### config.mk
export PLATFORM = sky130hd
export DESIGN_NAME = intc_steer
export DESIGN_NICKNAME = d
export VERILOG_FILES = /design/src/rtl/intc_pkg.sv /design/src/rtl/intc_arbiter.sv /design/src/rtl/intc_cpu_ctx.sv /design/src/rtl/intc_steer.sv
export SDC_FILE = /design/constraint.sdc
export NUM_CORES = 1
export LEC_CHECK = 0
export BUFFER_PORTS_ARGS = -buffer_cell sky130_fd_sc_hd__buf_2
export CAP_MARGIN = 20
export CELL_PAD_IN_SITES_DETAIL_PLACEMENT = 1
export CELL_PAD_IN_SITES_GLOBAL_PLACEMENT = 1
export CORE_MARGIN = 4
export CORE_UTILIZATION = 49
export DETAILED_ROUTE_END_ITERATION = 6
export GPL_TIMING_DRIVEN = 0
export PLACE_DENSITY = 0.82
export SETUP_SLACK_MARGIN = 0.4
export SLEW_MARGIN = 15
export SYNTH_ARGS = -nofsm -noshare
export SYNTH_HDL_FRONTEND = slang
export SYNTH_SLANG_ARGS = --single-unit
### constraint.sdc
create_clock -name clk -period 31.3 [get_ports clk]
set_clock_uncertainty 0.05 [all_clocks]
set_input_delay 3.13 -clock clk [delete_from_list [all_inputs] [get_ports clk]]
set_output_delay 3.13 -clock clk [all_outputs]
set_load 0.1 [all_outputs]
### src/rtl/intc_pkg.sv
package intc_pkg;
   localparam int NUM_CPU     = 2;
   localparam int CUR_BASE    = 'h40;
   localparam int SW_SET_ADDR = 'h50;
   localparam int SW_CLR_ADDR = 'h51;
endpackage

### src/rtl/intc_arbiter.sv
// Linear scan: a later source replaces the current winner only with a strictly higher priority
module intc_arbiter #(
   parameter int N_SRC  = 16,
   parameter int PRIO_W = 4,
   localparam int IDX_W = $clog2(N_SRC)
) (
   input  logic [N_SRC-1:0]        elig,
   input  logic [N_SRC*PRIO_W-1:0] prio_flat,
   output logic                    found,
   output logic [IDX_W-1:0]        win_idx,
   output logic [PRIO_W-1:0]       win_prio
);
   always_comb begin
      found    = 1'b0;
      win_idx  = '0;
      win_prio = '0;
      for (int i = 0; i < N_SRC; i++) begin
         if (elig[i] && (prio_flat[i*PRIO_W +: PRIO_W] > win_prio)) begin
            found    = 1'b1;
            win_idx  = IDX_W'(i);
            win_prio = prio_flat[i*PRIO_W +: PRIO_W];
         end
      end
   end
endmodule

### src/rtl/intc_cpu_ctx.sv
module intc_cpu_ctx #(
   parameter int N_SRC       = 16,
   parameter int PRIO_W      = 4,
   parameter int VEC_W       = 9,
   parameter int VEC_BASE    = 256,
   parameter int STACK_DEPTH = 4,
   localparam int IDX_W      = $clog2(N_SRC),
   localparam int SP_W       = $clog2(STACK_DEPTH + 1),
   localparam int STK_IW     = $clog2(STACK_DEPTH)
) (
   input  logic                    clk,
   input  logic                    rst_n,
   input  logic [N_SRC-1:0]        cand,
   input  logic [N_SRC*PRIO_W-1:0] prio_flat,
   input  logic                    ack,
   input  logic                    eoi,
   input  logic                    cur_we,
   input  logic [PRIO_W-1:0]       cur_wdata,
   output logic                    req,
   output logic [VEC_W-1:0]        vec,
   output logic [PRIO_W-1:0]       cur
);
   logic [N_SRC-1:0]  elig;
   logic              found;
   logic [IDX_W-1:0]  win_idx;
   logic [PRIO_W-1:0] win_prio;
   logic              req_q;
   logic [VEC_W-1:0]  vec_q;
   logic [PRIO_W-1:0] wp_q, cur_q, top_val;
   logic [SP_W-1:0]   sp;
   logic [SP_W-1:0]   sp_m1;
   logic [PRIO_W-1:0] stk [STACK_DEPTH];
   logic              full, take, pop;

   for (genvar i = 0; i < N_SRC; i++) begin : g_elig
      assign elig[i] = cand[i] && (prio_flat[i*PRIO_W +: PRIO_W] > cur_q);
   end

   intc_arbiter #(.N_SRC(N_SRC), .PRIO_W(PRIO_W)) u_arb (
      .elig(elig), .prio_flat(prio_flat),
      .found(found), .win_idx(win_idx), .win_prio(win_prio)
   );

   assign full    = (sp == SP_W'(STACK_DEPTH));
   assign take    = ack && req_q && !eoi && !full;
   assign pop     = eoi && (sp != '0);
   assign sp_m1   = sp - 1'b1;
   assign top_val = stk[sp_m1[STK_IW-1:0]];

   always_ff @(posedge clk) begin
      if (!rst_n) begin
         req_q <= 1'b0;
         vec_q <= '0;
         wp_q  <= '0;
         cur_q <= '0;
         sp    <= '0;
      end else begin
         if (pop) begin
            cur_q <= top_val;
            sp    <= sp_m1;
         end else if (take) begin
            cur_q <= wp_q;
            sp    <= sp + 1'b1;
         end else if (cur_we) begin
            cur_q <= cur_wdata;
         end
         req_q <= found && !full && !take;
         vec_q <= found ? (VEC_W'(VEC_BASE) + VEC_W'(win_idx)) : '0;
         wp_q  <= found ? win_prio : '0;
      end
   end

   always_ff @(posedge clk) begin
      if (take) stk[sp[STK_IW-1:0]] <= cur_q;
   end

   assign req = req_q;
   assign vec = vec_q;
   assign cur = cur_q;

   a_r7_ack_raises: assert property (@(posedge clk) disable iff (!rst_n)
      (ack && req_q && !eoi) |=> (cur_q == $past(wp_q)) && !req_q);
   a_r8_eoi_restores: assert property (@(posedge clk) disable iff (!rst_n)
      (eoi && sp != '0) |=> cur_q == $past(top_val));
   a_r8_eoi_empty: assert property (@(posedge clk) disable iff (!rst_n)
      (eoi && sp == '0 && !cur_we) |=> $stable(cur_q));
   a_r9_no_req_full: assert property (@(posedge clk) disable iff (!rst_n)
      (sp == SP_W'(STACK_DEPTH)) |=> !req_q);
   a_r9_sp_bound: assert property (@(posedge clk) disable iff (!rst_n)
      sp <= SP_W'(STACK_DEPTH));
   a_r6_above_cur: assert property (@(posedge clk) disable iff (!rst_n)
      $rose(req_q) |-> wp_q > $past(cur_q));
   a_r2_vec_range: assert property (@(posedge clk) disable iff (!rst_n)
      req_q |-> (vec_q >= VEC_W'(VEC_BASE)) && (vec_q < VEC_W'(VEC_BASE + N_SRC)));
endmodule

### src/rtl/intc_steer.sv
module intc_steer
   import intc_pkg::*;
#(
   parameter int N_SRC       = 16,
   parameter int N_SW        = 8,
   parameter int PRIO_W      = 4,
   parameter int VEC_W       = 9,
   parameter int VEC_BASE    = 256,
   parameter int STACK_DEPTH = 4,
   parameter int ADDR_W      = 8,
   parameter int DATA_W      = 8,
   localparam int N_HW       = N_SRC - N_SW
) (
   input  logic                       clk,
   input  logic                       rst_n,
   input  logic [N_HW-1:0]            hw_irq,
   input  logic                       reg_we,
   input  logic [ADDR_W-1:0]          reg_addr,
   input  logic [DATA_W-1:0]          reg_wdata,
   output logic [DATA_W-1:0]          reg_rdata,
   output logic [NUM_CPU-1:0]         irq_req,
   output logic [NUM_CPU*VEC_W-1:0]   irq_vec,
   input  logic [NUM_CPU-1:0]         irq_ack,
   input  logic [NUM_CPU-1:0]         irq_eoi
);
   if (N_SW < 1 || N_SW >= N_SRC) begin : g_chk_sw
      $error("N_SW must lie in 1..N_SRC-1");
   end
   if (N_SW > DATA_W || PRIO_W + 1 > DATA_W) begin : g_chk_dw
      $error("DATA_W too narrow for pending mask or config field");
   end
   if (VEC_BASE + N_SRC > (1 << VEC_W)) begin : g_chk_vec
      $error("vectors do not fit VEC_W");
   end
   if (N_SRC > CUR_BASE || STACK_DEPTH < 2) begin : g_chk_map
      $error("source count overlaps register map or stack too shallow");
   end

   logic [PRIO_W-1:0]       prio_r [N_SRC];
   logic [N_SRC-1:0]        tgt_r;
   logic [N_SW-1:0]         sw_pend;
   logic [N_SRC-1:0]        pend;
   logic [N_SRC*PRIO_W-1:0] prio_flat;
   logic [PRIO_W-1:0]       cur_o [NUM_CPU];
   logic                    set_wr, clr_wr;

   assign set_wr = reg_we && (reg_addr == ADDR_W'(SW_SET_ADDR));
   assign clr_wr = reg_we && (reg_addr == ADDR_W'(SW_CLR_ADDR));

   for (genvar i = 0; i < N_SRC; i++) begin : g_src
      if (i < N_SW) begin : g_sw
         assign pend[i] = sw_pend[i];
      end else begin : g_hw
         assign pend[i] = hw_irq[i - N_SW];
      end
      assign prio_flat[i*PRIO_W +: PRIO_W] = prio_r[i];
   end

   always_ff @(posedge clk) begin
      if (!rst_n) begin
         tgt_r   <= '0;
         sw_pend <= '0;
         for (int i = 0; i < N_SRC; i++) prio_r[i] <= '0;
      end else begin
         for (int i = 0; i < N_SRC; i++) begin
            if (reg_we && reg_addr == ADDR_W'(i)) begin
               prio_r[i] <= reg_wdata[PRIO_W-1:0];
               tgt_r[i]  <= reg_wdata[PRIO_W];
            end
         end
         if (set_wr)      sw_pend <= sw_pend | reg_wdata[N_SW-1:0];
         else if (clr_wr) sw_pend <= sw_pend & ~reg_wdata[N_SW-1:0];
      end
   end

   always_comb begin
      reg_rdata = '0;
      for (int i = 0; i < N_SRC; i++) begin
         if (reg_addr == ADDR_W'(i)) reg_rdata = DATA_W'({tgt_r[i], prio_r[i]});
      end
      for (int c = 0; c < NUM_CPU; c++) begin
         if (reg_addr == ADDR_W'(CUR_BASE + c)) reg_rdata = DATA_W'(cur_o[c]);
      end
      if (reg_addr == ADDR_W'(SW_SET_ADDR)) reg_rdata = DATA_W'(sw_pend);
   end

   for (genvar c = 0; c < NUM_CPU; c++) begin : g_cpu
      logic [N_SRC-1:0] cand;
      for (genvar i = 0; i < N_SRC; i++) begin : g_cand
         assign cand[i] = pend[i] && (prio_r[i] != '0) && (tgt_r[i] == 1'(c));
      end
      intc_cpu_ctx #(
         .N_SRC(N_SRC), .PRIO_W(PRIO_W), .VEC_W(VEC_W),
         .VEC_BASE(VEC_BASE), .STACK_DEPTH(STACK_DEPTH)
      ) u_ctx (
         .clk(clk), .rst_n(rst_n), .cand(cand), .prio_flat(prio_flat),
         .ack(irq_ack[c]), .eoi(irq_eoi[c]),
         .cur_we(reg_we && reg_addr == ADDR_W'(CUR_BASE + c)),
         .cur_wdata(reg_wdata[PRIO_W-1:0]),
         .req(irq_req[c]), .vec(irq_vec[c*VEC_W +: VEC_W]), .cur(cur_o[c])
      );
   end

   a_r10_sw_clear: assert property (@(posedge clk) disable iff (!rst_n)
      clr_wr |=> (sw_pend & $past(reg_wdata[N_SW-1:0])) == '0);
   a_r10_sw_sticky: assert property (@(posedge clk) disable iff (!rst_n)
      !clr_wr |=> (sw_pend & $past(sw_pend)) == $past(sw_pend));
endmodule

Word level (Yosys, flattened, before mapping)

Memory sizes are Yosys's and may differ from the RTL's.
Index checks and enable logic that the tools add are counted.

$add $sub $neg: 6
$lt $le $gt $ge: 63
Equality and inequality tests: 21
Multiplexer cells: 194
Bitwise logic cells: 35
Reductions and logical operators: 176

Operators by type and width:

| cell                                          | count |
|---|---|
| 2-to-1 mux 4 bit                              | 82 |
| > comparator 4 bit                            | 62 |
| 2-to-1 mux 8 bit                              | 20 |
| logical AND 1 bit                             | 144 |
| 2-to-1 mux 1 bit                              | 87 |
| == test 8 x 4 -> 1 bit, second input constant | 8 |
| nonzero test 4 bit                            | 16 |
| == test 8 x 3 -> 1 bit, second input constant | 4 |
| == test 8 x 7 -> 1 bit, second input constant | 4 |
| adder 9 x 4 -> 9 bit, first input constant    | 2 |
| == test 8 x 2 -> 1 bit, second input constant | 2 |
| NOT 1 bit                                     | 16 |
| OR 1 bit                                      | 16 |
| 2-to-1 mux 3 bit                              | 4 |
| nonzero test 3 bit                            | 4 |
| bitwise AND 8 bit                             | 1 |
| == test 8 x 1 -> 1 bit, second input constant | 1 |
| zero test 8 bit                               | 1 |
| NOT 8 bit                                     | 1 |
| OR 8 bit                                      | 1 |
| adder 3 x 1 -> 3 bit, second input constant   | 2 |
| == test 3 bit, second input constant          | 2 |
| zero test 1 bit                               | 6 |
| nonzero test 2 bit                            | 3 |
| 4 further kinds                               | 6 |

Flip-flop bits (word level): 66
Memory bits (writable): 96
Memories: 3

Memories:

| memory             | words | width | rd ports | clocked after Yosys merged registers in | write ports | RTL line           | source |
|---|---|---|---|---|---|---|---|
| prio_r             | 16    | 4     | 16       | 0                                       | 16          | intc_steer.sv:39   | `logic [PRIO_W-1:0] prio_r [N_SRC];` |
| g_cpu[0].u_ctx.stk | 4     | 4     | 1        | 0                                       | 1           | intc_cpu_ctx.sv:32 | `logic [PRIO_W-1:0] stk [STACK_DEPTH];` |
| g_cpu[1].u_ctx.stk | 4     | 4     | 1        | 0                                       | 1           | intc_cpu_ctx.sv:32 |  |

Depth between registers and ports, before layout

An unclocked memory read counts as a cell.

Word-level depth: 54
Mapped depth: 159

Hierarchy

A second synthesis with hierarchy kept.

Cell total of the unflattened synthesis: 1960
Area, all modules: 16898.7 µm²

Modules (own cells, without submodules):

| module       | times used | cells an instance | area an instance (µm²) |
|---|---|---|---|
| intc_arbiter | 2          | 437               | 3209.3 |
| intc_cpu_ctx | 2          | 299               | 2850.2 |
| intc_steer   | 1          | 488               | 4779.6 |

Worst setup path before layout

OpenSTA, ideal clock, no wires.

Kind: reg2reg
From: register g_cpu[0].u_ctx.cur_q[0]
To: register g_cpu[0].u_ctx.wp_q[0]
Library setup time: 0.125 ns
Arrival: 27.402 ns
Required time: 31.125 ns
Slack: 3.723 ns
Cell stages (with the launch flop): 145
Cells stage by stage: dfxtp_1 -> ha_1 -> a41oi_1 -> nand3_1 -> a21oi_1 -> inv_1 -> ha_1 -> a41oi_1 -> and3_1 -> o21ai_2 -> nor2_1 -> mux2_2 -> ha_1 -> inv_1 -> a21oi_1 -> or3b_2 -> a211oi_1 -> o21a_1 -> [109 not listed] -> nor2b_1 -> o21ai_0 -> nand2b_1 -> a21oi_1 -> or3_1 -> clkbuf_1 -> o21ai_0 -> o31a_1 -> ha_1 -> nor2b_1 -> o21ai_0 -> nand2b_1 -> a21oi_1 -> or3_1 -> nand2_1 -> nor4_1 -> a211o_1 -> o32ai_1

Longest elaborated chain between the ends: 50
Elaborated cells on any way between the ends: 96

Ends and longest elaborated chain:

| what                                 | RTL line           | source |
|---|---|---|
| start, declared                      | intc_cpu_ctx.sv:29 | `logic [PRIO_W-1:0] wp_q, cur_q, top_val;` |
| start signal, assigned               | intc_cpu_ctx.sv:59 | `cur_q <= top_val;` |
| start signal, assigned               | intc_cpu_ctx.sv:62 | `cur_q <= wp_q;` |
| start signal, assigned               | intc_cpu_ctx.sv:65 | `cur_q <= cur_wdata;` |
| > comparator 4 bit                   | intc_cpu_ctx.sv:36 | `assign elig[i] = cand[i] && (prio_flat[i*PRIO_W +: PRIO_W] > cur_q);` |
| logical AND 1 bit                    | intc_cpu_ctx.sv:36 |  |
| logical AND 1 bit                    | intc_arbiter.sv:18 | `if (elig[i] && (prio_flat[i*PRIO_W +: PRIO_W] > win_prio)) begin` |
| 2-to-1 mux 4 bit                     | intc_arbiter.sv:18 |  |
| > comparator 4 bit                   | intc_arbiter.sv:18 |  |
| logical AND 1 bit                    | intc_arbiter.sv:18 |  |
| 2-to-1 mux 4 bit                     | intc_arbiter.sv:18 |  |
| > comparator 4 bit                   | intc_arbiter.sv:18 |  |
| [34 not listed]                      | n/a                |  |
| 2-to-1 mux 4 bit                     | intc_arbiter.sv:18 |  |
| > comparator 4 bit                   | intc_arbiter.sv:18 |  |
| logical AND 1 bit                    | intc_arbiter.sv:18 |  |
| 2-to-1 mux 4 bit                     | intc_arbiter.sv:18 |  |
| > comparator 4 bit                   | intc_arbiter.sv:18 |  |
| logical AND 1 bit                    | intc_arbiter.sv:18 |  |
| 2-to-1 mux 1 bit                     | intc_arbiter.sv:18 |  |
| AND reduction 2 bit (no source line) | n/a                |  |
| end signal, assigned                 | intc_cpu_ctx.sv:69 | `wp_q <= found ? win_prio : '0;` |
| end, declared                        | intc_cpu_ctx.sv:29 |  |

Parallel ways exist; a longest one is shown, timed or not.
A chain may end at the register's enable or synchronous reset.

Final worst setup path

From: register g_cpu[1].u_ctx.cur_q[2]
To: register g_cpu[1].u_ctx.wp_q[1]

Longest elaborated chain between the ends: 50
Elaborated cells on any way between the ends: 96

Ends and longest elaborated chain:

| what                                 | RTL line |
|---|---|
| start, declared                      | intc_cpu_ctx.sv:29 |
| start signal, assigned               | intc_cpu_ctx.sv:59 |
| start signal, assigned               | intc_cpu_ctx.sv:62 |
| start signal, assigned               | intc_cpu_ctx.sv:65 |
| > comparator 4 bit                   | intc_cpu_ctx.sv:36 |
| logical AND 1 bit                    | intc_cpu_ctx.sv:36 |
| logical AND 1 bit                    | intc_arbiter.sv:18 |
| 2-to-1 mux 4 bit                     | intc_arbiter.sv:18 |
| > comparator 4 bit                   | intc_arbiter.sv:18 |
| logical AND 1 bit                    | intc_arbiter.sv:18 |
| 2-to-1 mux 4 bit                     | intc_arbiter.sv:18 |
| > comparator 4 bit                   | intc_arbiter.sv:18 |
| [34 not listed]                      | n/a |
| 2-to-1 mux 4 bit                     | intc_arbiter.sv:18 |
| > comparator 4 bit                   | intc_arbiter.sv:18 |
| logical AND 1 bit                    | intc_arbiter.sv:18 |
| 2-to-1 mux 4 bit                     | intc_arbiter.sv:18 |
| > comparator 4 bit                   | intc_arbiter.sv:18 |
| logical AND 1 bit                    | intc_arbiter.sv:18 |
| 2-to-1 mux 1 bit                     | intc_arbiter.sv:18 |
| AND reduction 2 bit (no source line) | n/a |
| end signal, assigned                 | intc_cpu_ctx.sv:69 |
| end, declared                        | intc_cpu_ctx.sv:29 |

Parallel ways exist; a longest one is shown, timed or not.

==> metrics.md <==
| Metric | Value |
|---|---|
| Outcome | finished clean |
| Initial antenna violation count | 1 |
| Min Tclk post-route | 29.39 ns |
| ANT nets after route | 0 |
| CTS Hold Bufs | 0 |
| Syn_area_per_cell | 8.47 um^2 |
| Most frequent cells in the layout | 233 x ha_1, 173 x nand2_1, 158 x nor2_1 |
| Core Region | around 33,000 um^2 |
| Most common flop cell mapped by yosys | edfxtp_1 |
| Final #Nets | 2,300 |
| GP Congestion | 0.931 |
| Largest net degree at the start of global routing | 23 |
| Max stage delay on crit path | a little under 0.6 ns |
| CTS clock-pin slew for the worst setup and hold paths | around 0.070 ns |
| Final Hold Vio Count | 0 |
| Worst-skew pair later-pin latency | roughly 0.45 ns |
| Slowest CP cell | dfxtp_1 |
| Leakage | 0.00745 uW |
| Die width | approximately 190 um |
| Routed via count | roughly 17k |
| First-pass detailed-route iteration total | 5 |
| Max Root-Sink Buffers | 2 |
| Synth async-reset ratio | 0% |
| Most common cell on crit path | ha_1 |
| Max Freq | between 0.03 and 0.04 GHz |
| Worst slack at placement | -2.81 ns |
| Crit path DAT | roughly 30 ns |
| Die Footprint | 36,200 um^2 |
| Htree depth | 4 |
| Unrepaired setup endpoints after global routing | yes |
| Syn-to-layout area delta | 13.2% |
| Share of layout cells above drive strength 1 | 14.5% |
| Clock sink count | 154 |
| Cell variety after synth | roughly 110 |
| Post-route cell area | approximately 18,000 um^2 |
| EDFF count, synth | between 90 and 100 |
| Commonest non-fill, non-tap cell in the layout | ha_1 |
| Final WL | about 63 mm |
| Post-Synthesis Cells | between 1.5k and 2k |
| Register bit total from synthesis | ~150 |
| 1st-iter DRT viols | ~1.5k |
| Finish-stage setup viols | 0 |
| Ys Warns | 0 |
| Worst min-delay path class | flop to flop |
| Final HPWL DP | about 47 mm |
| Placed Area | approximately 17,000 um^2 |
| Crit path kind | flop to flop |
| Setup slack after layout | 1.91 ns |
| Register area share after synthesis | between 20 and 25% |
| Area of the multi-input gates | between 10,000 and 15,000 um^2 |
| Nature of the critical path endpoint | flop |
| CTS tree | yes |
| Final Core Density | 56.5% |
| Number of fill cells | between 3k and 4k |
| CTS Buf Count | 17 |
| Clock root buffer | clkbuf_16 |
| Global-route wire length before repair | 95.4 mm |
| FF+latch area | 4050 um^2 |
| Die Y | around 190 um |
| WP data required | between 30 and 40 ns |
| I/O pin total | 59 |
| Worst slew pin tran | 1.06 ns |
| Number of global-route vias before repair | around 17k |
| Port bufs | 47 |
| Initial core utilization | ~50% |
| Ratio of final minimum period to clock period | between 90% and 100% |
| Max Fanout on Critical Path | 10 |
| Max Slew Vio Count | 0 |
| Pwr Density | ~54 nW/um^2 |
| Total gr overflow | 0 |
| Max VDD drop | between 0.03 and 0.04 mV |
| Total power | just under 1000 uW |
| Max Cap Violations | 0 |
| Vias/cell | 6.64 |
| Post-synth design cell area | around 16,000 um^2 |
| Slew Limit Headroom | 28.8% |
| # DRC | 0 |
| Worst setup SP type | flop |
| GR Util All Layers | 33.3% |
| Wirelength per Cell | roughly 25 um |
| FP Rows | 66 |
==> path summary, 6_finish.rpt <==
path                                    to  cells past startpoint  slack (ns)                   from
setup / recovery    g_cpu[1].u_ctx.wp_q[1]                    141        1.91  g_cpu[1].u_ctx.cur[2]
hold / removal    g_cpu[0].u_ctx.stk[3][1]                      0        0.47  g_cpu[0].u_ctx.cur[1]
setup reg to reg    g_cpu[1].u_ctx.wp_q[1]                    141        1.91  g_cpu[1].u_ctx.cur[2]
hold reg to reg   g_cpu[0].u_ctx.stk[3][1]                      0        0.47  g_cpu[0].u_ctx.cur[1]
==> stage by stage <==
step                      hold slack, ns  setup TNS [ns]  std cells
after floorplan                    0.410               0       1930
after global placement             0.427          -18.82       2419
after detailed placement           0.442          -26.71       2421
after CTS                          0.486               0       2464
after global routing               0.490               0       2489
final                              0.472               0       2490
==> area by class of cell <==
| type | instances | area share, % |
|---|---|---|
| Clock inverter | 13 | 0.726 |
| Sequential cell | 154 | 22.0 |
| Antenna cell | 2 | 0.0272 |
| Buffer | 74 | 1.99 |
| Tap cell | 442 | 3.00 |
| Timing Repair Buffer | 84 | 3.04 |
| Multi-Input combinational cell | 1578 | 64.2 |
| Clock buffer | 19 | 2.40 |
| Inverter | 124 | 2.65 |
==> repair_timing <==
item,4_1_cts,5_1_grt
buffers inserted,11,23
setup endpoints to repair,18,20
pin swaps,3,15
gates resized for setup,26,94
==> critical path, delay by kind of cell (launching register included) <==
family                   cells  cell delay [ns]
buffers and inverters       20             2.73
AO/OA/AOI/OAI               55            12.02
multiplexers                 9             3.05
AND/OR/NAND/NOR             40             6.06
adder cells (fa/ha/maj)     17             4.71
flip-flops                   1             0.58
==> kinds of logic (layout without fill, tap and decap cells) <==
family / count (synthesis) / count (layout) / synth area share, %
flops: 154 / 154 / 24.8
simple gates: 685 / 685 / 20.9
xor+xnor: 16 / 16 / 0.861
compound gates: 540 / 540 / 23.0
buf+inv: 198 / 314 / 4.92
fa+ha+maj: 238 / 238 / 18.3
other cells: 1 / 10 / 0.0230
mux: 91 / 91 / 7.23
==> state kept, by name, indices dropped and copies added, names as in the netlist, named ones only <==
signal	flops
tgt_r	16
g_cpu.u_ctx.wp_q	8
g_cpu.u_ctx.req	2
g_cpu.u_ctx.sp	6
prio_r	64
g_cpu.u_ctx.cur	8
g_cpu.u_ctx.stk	32
g_cpu.u_ctx.vec	10
==> metal layers <==
metal / vias up / part of all wire, % / track usage (%)
met2: 669 / 48 / 56.4
met1: 8224 / 41 / 42.5
met3: 155 / 6.6 / 5.38
met5: - / 0 / 0
met4: 0 / 4.4 / 13.5
li1: 7475 / - / -
==> where the power goes <==
part / total [uW] / switching (uW) / leakage (uW) / internal [uW]
logic: 510 / 314 / 0.00579 / 195
clock network: 209 / 94.9 / 0.000279 / 114
registers: 274 / 35.7 / 0.00138 / 239
total: 993 / 445 / 0.00745 / 548
==> cells in the mapped netlist (38+ instances only) <==
master / n / area, um^2
ha_1: 236 / 2950
o21ai_0: 108 / 541
nand2_1: 177 / 664
nor2b_1: 53 / 332
nor2_1: 161 / 604
clkbuf_1: 54 / 203
mux2i_1: 38 / 380
inv_1: 123 / 462
nor3_1: 41 / 205
nand3_1: 58 / 290
edfxtp_1: 96 / 2880
nand2b_1: 42 / 263
dfxtp_1: 58 / 1160
a21oi_1: 134 / 671
(Power assumes the default switching activity.)
